===== src/rtl/cfg_loader_pkg.sv =====
package cfg_loader_pkg;
    typedef enum logic [1:0] {
        LD_WAIT   = 2'd0,
        LD_SHIFT  = 2'd1,
        LD_FINISH = 2'd2
    } ld_state_e;
endpackage


===== src/rtl/cfg_mclk_gen.sv =====
// Divides the system clock into the outgoing configuration clock while run is high.
module cfg_mclk_gen #(
    parameter int HALF_DIV = 2
) (
    input  logic clk,
    input  logic rst_n,
    input  logic run,
    output logic cclk,
    output logic rise_tick
);
    localparam int DIV_W = (HALF_DIV > 1) ? $clog2(HALF_DIV) : 1;

    typedef struct packed {
        logic [DIV_W-1:0] cnt;
        logic             level;
    } div_t;

    div_t d, q;
    logic wrap;

    always_comb begin
        wrap = (q.cnt == DIV_W'(HALF_DIV - 1));
        d    = q;
        if (!run) begin
            d.cnt   = '0;
            d.level = 1'b0;
        end else if (wrap) begin
            d.cnt   = '0;
            d.level = ~q.level;
        end else begin
            d.cnt = q.cnt + DIV_W'(1);
        end
    end

    always_ff @(posedge clk or negedge rst_n) begin
        if (!rst_n) q <= '0;
        else        q <= d;
    end

    assign cclk      = q.level;
    assign rise_tick = run & wrap & ~q.level;
endmodule


===== src/rtl/cfg_sclk_sync.sv =====
// Two-flop synchroniser for the external clock and data, with rising-edge detect.
module cfg_sclk_sync (
    input  logic clk,
    input  logic rst_n,
    input  logic sclk_in,
    input  logic sdata_in,
    output logic rise_tick,
    output logic bit_out
);
    typedef struct packed {
        logic c1;
        logic c2;
        logic c_prev;
        logic s1;
        logic s2;
    } sync_t;

    sync_t d, q;

    always_comb begin
        d.c1     = sclk_in;
        d.c2     = q.c1;
        d.c_prev = q.c2;
        d.s1     = sdata_in;
        d.s2     = q.s1;
    end

    always_ff @(posedge clk or negedge rst_n) begin
        if (!rst_n) q <= '0;
        else        q <= d;
    end

    assign rise_tick = q.c2 & ~q.c_prev;
    assign bit_out   = q.s2;
endmodule


===== src/rtl/serial_cfg_loader.sv =====
module serial_cfg_loader
    import cfg_loader_pkg::*;
#(
    parameter int HALF_DIV = 2,
    parameter int CNT_W    = 16,
    parameter int DATA_W   = 8
) (
    input  logic              clk,
    input  logic              rst_n,
    input  logic              master_mode,
    input  logic              init_ready,
    input  logic [CNT_W-1:0]  byte_total,
    input  logic              sclk_in,
    input  logic              sdata_in,
    input  logic              cs_n,
    input  logic              wr_n,
    output logic              cclk_out,
    output logic [DATA_W-1:0] byte_data,
    output logic              byte_valid,
    output logic              load_done
);
    localparam int BIT_W = (DATA_W > 1) ? $clog2(DATA_W) : 1;

    typedef struct packed {
        ld_state_e         state;
        logic [CNT_W-1:0]  total;
        logic [CNT_W-1:0]  byte_cnt;
        logic [BIT_W-1:0]  bit_cnt;
        logic [DATA_W-1:0] shreg;
        logic [DATA_W-1:0] data;
        logic              valid;
        logic              done;
    } ld_regs_t;

    ld_regs_t d, q;

    logic m_tick, m_run, s_tick, s_bit;
    logic tick, cap_bit;
    logic [DATA_W-1:0] next_sh;
    ld_state_e state_q;

    assign m_run = (q.state == LD_SHIFT) && master_mode;

    cfg_mclk_gen #(.HALF_DIV(HALF_DIV)) u_mclk (
        .clk       (clk),
        .rst_n     (rst_n),
        .run       (m_run),
        .cclk      (cclk_out),
        .rise_tick (m_tick)
    );

    cfg_sclk_sync u_ssync (
        .clk       (clk),
        .rst_n     (rst_n),
        .sclk_in   (sclk_in),
        .sdata_in  (sdata_in),
        .rise_tick (s_tick),
        .bit_out   (s_bit)
    );

    assign tick    = master_mode ? m_tick : s_tick;
    assign cap_bit = master_mode ? sdata_in : s_bit;
    assign next_sh = {q.shreg[DATA_W-2:0], cap_bit};

    always_comb begin
        d       = q;
        d.valid = 1'b0;
        d.done  = 1'b0;
        unique case (q.state)
            LD_WAIT: begin
                if (init_ready) begin
                    d.total    = byte_total;
                    d.byte_cnt = '0;
                    d.bit_cnt  = '0;
                    d.shreg    = '0;
                    if (byte_total == '0) begin
                        d.state = LD_FINISH;
                        d.done  = 1'b1;
                    end else begin
                        d.state = LD_SHIFT;
                    end
                end
            end
            LD_SHIFT: begin
                if (tick) begin
                    d.shreg   = next_sh;
                    d.bit_cnt = q.bit_cnt + BIT_W'(1);
                    if (q.bit_cnt == BIT_W'(DATA_W - 1)) begin
                        d.bit_cnt  = '0;
                        d.data     = next_sh;
                        d.valid    = 1'b1;
                        d.byte_cnt = q.byte_cnt + CNT_W'(1);
                        if (q.byte_cnt + CNT_W'(1) == q.total) begin
                            d.state = LD_FINISH;
                            d.done  = 1'b1;
                        end
                    end
                end
            end
            default: begin
                d.state = LD_FINISH;
            end
        endcase
    end

    always_ff @(posedge clk or negedge rst_n) begin
        if (!rst_n) begin
            q       <= '0;
            q.state <= LD_WAIT;
        end else begin
            q <= d;
        end
    end

    assign state_q    = q.state;
    assign byte_data  = q.data;
    assign byte_valid = q.valid;
    assign load_done  = q.done;
endmodule


===== config.mk =====
export PLATFORM = sky130hd
export DESIGN_NAME = serial_cfg_loader
export DESIGN_NICKNAME = d
export VERILOG_FILES = /design/src/rtl/cfg_loader_pkg.sv /design/src/rtl/cfg_mclk_gen.sv /design/src/rtl/cfg_sclk_sync.sv /design/src/rtl/serial_cfg_loader.sv
export SDC_FILE = /design/constraint.sdc
export NUM_CORES = 1
export LEC_CHECK = 0
export BUFFER_PORTS_ARGS = -buffer_cell sky130_fd_sc_hd__buf_2
export CELL_PAD_IN_SITES_DETAIL_PLACEMENT = 1
export CELL_PAD_IN_SITES_GLOBAL_PLACEMENT = 1
export CORE_ASPECT_RATIO = 0.9
export CORE_MARGIN = 2
export CORE_UTILIZATION = 40
export CTS_CLUSTER_DIAMETER = 80
export DETAILED_ROUTE_END_ITERATION = 16
export PLACE_DENSITY_LB_ADDON = 0.3
export SETUP_SLACK_MARGIN = 0.15
export SYNTH_ARGS = -nofsm -noshare
export SYNTH_HDL_FRONTEND = slang
export SYNTH_SLANG_ARGS = --single-unit

===== constraint.sdc =====
create_clock -name clk -period 3.2 [get_ports clk]
set_input_delay 0.32 -clock clk [delete_from_list [all_inputs] [get_ports clk]]
set_output_delay 0.32 -clock clk [all_outputs]
set_load 0.005 [all_outputs]

Word level (Yosys, flattened, before mapping)
Cells that the tools add are included.

storage, ports and cells
  bits in registers = 61
  latch bits = 0
  memory bits (writable) = 0
  ROM bits = 0
  bits of input ports = 24
  output and inout port bits = 11
  word-level logic and storage cells = 60
  memories kept = 0

operators by class
  add/subtract/negate cells = 3
  $mul = 0
  divide/modulo/power cells = 0
  order comparisons = 0
  equality and inequality tests = 8
  shift-type cells = 0
  muxes and demuxes = 20
  bitwise logic cells = 5
  reduce and logical (&&, ||, !) cells = 9

operators by type and width
  cell                                                                   number
  27-bit one-hot mux with 2 select lines                                 1
  45-bit two-way mux                                                     1
  37-bit two-way mux                                                     1
  19-bit two-way mux                                                     1
  16-bit by 1-bit adder with 16-bit output, second input constant        1
  16-bit equality test                                                   1
  16-bit zero test                                                       1
  10-bit two-way mux                                                     1
  2-bit two-way mux                                                      5
  1-bit two-way mux                                                      8
  4-bit AND reduction                                                    2
  2-bit != test, second input constant                                   3
  3-bit AND reduction                                                    2
  2-bit by 1-bit != test with 1-bit output, second input constant        2
  2-bit one-hot mux with 2 select lines                                  1
  3-bit by 1-bit adder with 3-bit output, second input constant          1
  1-bit AND                                                              3
  3-bit equality test, second input constant                             1
  2-bit by 1-bit equality test with 1-bit output, second input constant  1
  2-bit zero test                                                        1
  1-bit inverter                                                         2
  1-bit one-hot mux with 2 select lines                                  1
  2-bit AND reduction                                                    1
  2-bit nonzero test                                                     1
  2 further kinds                                                        2

Depth between registers and ports, before layout
  depth after elaboration = 7
  gate-level depth with buffers = 10

Cells and area by module
From an unflattened synthesis, not the netlist that was laid out.

unflattened totals
  cells, all modules = 335
  area total of the unflattened synthesis = 3291.9 um^2

modules (own cells, without submodules)
  module             instances  cells an instance  area each (um^2)
  serial_cfg_loader  1          322                3071.7
  cfg_sclk_sync      1          6                  138.9
  cfg_mclk_gen       1          7                  81.3

Worst setup path before layout
Ideal clock, no wire load.

  kind = register -> register
  start = reg q[21] in the netlist's numbering
  end = reg q (netlist bit state_q[0])
  setup time = 0.119 ns
  data arrival time = 2.284 ns
  required time = 3.081 ns
  path slack = 0.798 ns
  stages on the path, launching flop included = 8
  buffers on the path = 0
  clock period less this slack = 2.402 ns
  cell sequence = dfrtp_1 ha_1 nand2_1 o311ai_1 o21ai_1 or4_1 or4_4 o21a_1

on the way
  cells in the longest elaborated chain, start to end = 4

ends and longest elaborated chain
  what                                                RTL line                 source
  from (decl)                                         serial_cfg_loader.sv:35  ld_regs_t d, q;
  16-bit by 1-bit adder with 16-bit output            serial_cfg_loader.sv:93  if (q.byte_cnt + CNT_W'(1) == q.total) begin
  16-bit equality test                                serial_cfg_loader.sv:93
  2-bit by 1-bit != test with 1-bit output (no line)  --
  4-bit AND reduction (no line)                       --

No other way between the ends.
A chain may end at the register's enable or synchronous reset.

Worst setup path after layout
  start = reg q[25] in the netlist's numbering
  end = reg q (netlist bit state_q[0])

Same word-level chain as after synthesis.

==> flow_summary.toml <==
[status]
status = "completed"

[floorplan]
die_y_microns = 90.5
core-area_sq_um = 8070
io_pins = 35
die_w_microns = 100
num_rows = 31
dieArea_sq_um = 9050
start_util = 0.412

[clock_tree]
clock_latency_ps = 340
htreeDepth = 3
cts-root-buf = "clkbuf_8"
cts-buffers-inserted = 9
cts_tree = "done"
clkSlewWorstSetupHoldPaths_ps = 70
cts.sinks = 61
cts_setup_buffers = 0
cts_buffer_depth = 2

[setup_path]
rr_endpoint = "state_q[0]"
worstPathCellList = "and4_1 -> nand4_1 -> nor4_1 -> o2111ai_1 -> or4_4 -> o21a_1"
reg2reg_from = "q[25]"
end_kind = "flop"
worstPathMaxFanout = 12
r2r_setup_slack_ps = 470
cpPeakStageDelay_ps = 620
startpoint = "q[25]"
worstPathRequired_ps = 3430
crit_type = "flop to flop"
critical_path.startpoint_type = "flop"
cp.arrival_ps = 2960
critPathSlowestCell = "dfrtp_1"
worstSetupEndpoint = "state_q[0]"
worstRegToRegCells = 6

[routing]
routedWlPerCell_microns = 16.5
drc_errors = 0
dr.first_iter.drc_count = 115
vias = 2771
ant_nets = 0
viasPerCell = 5.55
totalWireLength_microns = 8230
drtPass1Iterations = 4

[power_and_ir_drop]
leakagePower_nw = 1.68
combPwrFrac = 0.160
seq_power_share = 0.468
p_int_mw = 1.51
switching_share = 0.286
powerDensity_nw_per_um2 = 569
peakVddDrop_v = 0.000293
power_switching_mw = 0.604
clock_power_share = 0.373

[layout]
final_net_count = 422
area_growth_pct = 11.6
antennaDiodeCount = 0
final_common_cell = "nand2_1"
fillers = 965
layout_common_cells = "nand2_1, dfrtp_1, o21ai_0, buf_2, nand3_1"
layout-drive-gt1-share = 0.160

[sta]
slew_violations = 0
hold_viol = 0
finClkSkew_ps = 4.75
holdWs_ps = 87.5
max_freq_mhz = 367
rsz0062_at_grt = "no"
period_share = 0.853
slew_headroom = 0.616
post-route-min-period_ps = 2730
worst_pin_slew_ps = 575
setup_tns_ps = 0
setup_viol = 0

[synthesis]
ys_ff_latch = 61
synthTopCellsByArea = "dfrtp_1, nand2_1, o21ai_0, xnor2_1, nand3_1"
ys_warn_count = 0
synthCells = 376
yosys.area.top_type_share = 0.459
synth_area_sq_um = 3320
synth_edf_count = 0
yosysTopAreaCell = "dfrtp_1"
ys_seq_area_frac = 0.459
synthFlopType = "dfrtp_1"
synth_cell_types = 62
async_flop_share = 1.00
synth_nets = 403
syn_avg_cell_area_sq_um = 8.84

[placed_design]
port_buffers = 32
place_hpwl_microns = 5860
gp_congestion = 0.854

[grt]
grt_usage = 0.198
grt_pass1_vias = 2852
grt-ovfl-total = 0
grt_pass1_wl_microns = 14200
grt_max_degree = 35
antenna_found_initial = 0

[run]
cap_violations = 0

[hold_path]
hold_class = "input port to flop"
min_path_cells = 1
==> worst max-delay path: cells and delay by family, from the launching register on <==
family          cells  cell delay [ps]
simple gates        4             1610
flops               1              620
compound gates      2              390
==> flip-flops by register name, summed over array words and instances, names as in the netlist <==
signal,flops
state_q,2
u_mclk.cclk,1
load_done,1
u_ssync.q,1
u_mclk.wrap,1
q,35
next_sh,7
u_ssync.bit_out,1
u_ssync.d,3
byte_data,8
byte_valid,1
==> worst min-delay path by stage <==
stage | start | endpoint | slack [ps]
2_1_floorplan | rst_n | byte_data[0] | 20
3_3_place_gp | u_ssync.d[3] | u_ssync.d[2] | 330
3_5_place_dp | u_ssync.d[3] | u_ssync.d[2] | 340
4_1_cts | sclk_in | u_ssync.d[3] | 80
5_1_grt | sclk_in | u_ssync.d[3] | 70
6_report | sclk_in | u_ssync.d[3] | 90
==> logic make-up after synthesis <==
group	synth area share
flip-flops	0.459
AND/OR/NAND/NOR	0.241
adder cells (fa/ha/maj)	0.0113
AO/OA/AOI/OAI	0.170
buffers and inverters	0.0700
XOR/XNOR	0.0448
multiplexers	0.00301
==> synth_stat cells, drive strengths merged, types with 5 or more instances <==
cell / number
nand3: 20
xnor2: 12
buf: 16
nand4: 6
and2: 7
dfrtp: 61
o31ai: 7
inv: 15
nor4: 5
xor2: 5
nand2b: 8
nor2: 16
a31oi: 5
o21ai: 44
clkbuf: 15
nand2: 72
a21oi: 6
==> area by class of cell <==
class                      instances  area, sq um  share of cell area
clock buffer                      11          141              0.0381
clock inverter                     5         81.3              0.0219
sequential                        61         1530               0.412
inverter                          15         56.3              0.0152
timing repair buffer              39          215              0.0580
multi-input combinational        269         1560               0.422
tap                               99          124              0.0334
==> power groups by stage <==
stage	Sequential (mW)	Clock, mW	Combinational [mW]
floorplan	0.968	0	0.273
finish	0.987	0.787	0.337
global route	1.01	0.838	0.393
detailed placement	1.00	0	0.342
global placement	0.995	0	0.323
CTS	0.987	0.804	0.344
==> through the flow <==
stage                     power, mW   util  instances  instance area (sq um)  setup slack, ps
final                          2.11  0.460        499                   3710              472
after global routing           2.24  0.460        499                   3710              261
after CTS                      2.13  0.460        499                   3710              457
after detailed placement       1.34  0.431        482                   3480              475
after global placement         1.32  0.431        482                   3480              509
after floorplan                1.24      -        376                   3320              798
==> what timing repair did <==
item / in CTS / in global routing
hold buffers: 1 / 0
endpoints found under the hold margin: 23 / 0
resized for setup: 0 / 0
setup endpoints to repair: 0 / 0
==> per-layer routing <==
layer | global-route usage | part of all wire
met5 | 0 | 0
met4 | 0.0776 | 0.024
met3 | 0.0356 | 0.050
met2 | 0.291 | 0.44
met1 | 0.290 | 0.49
Note: power is estimated with default switching activity, not from simulation.
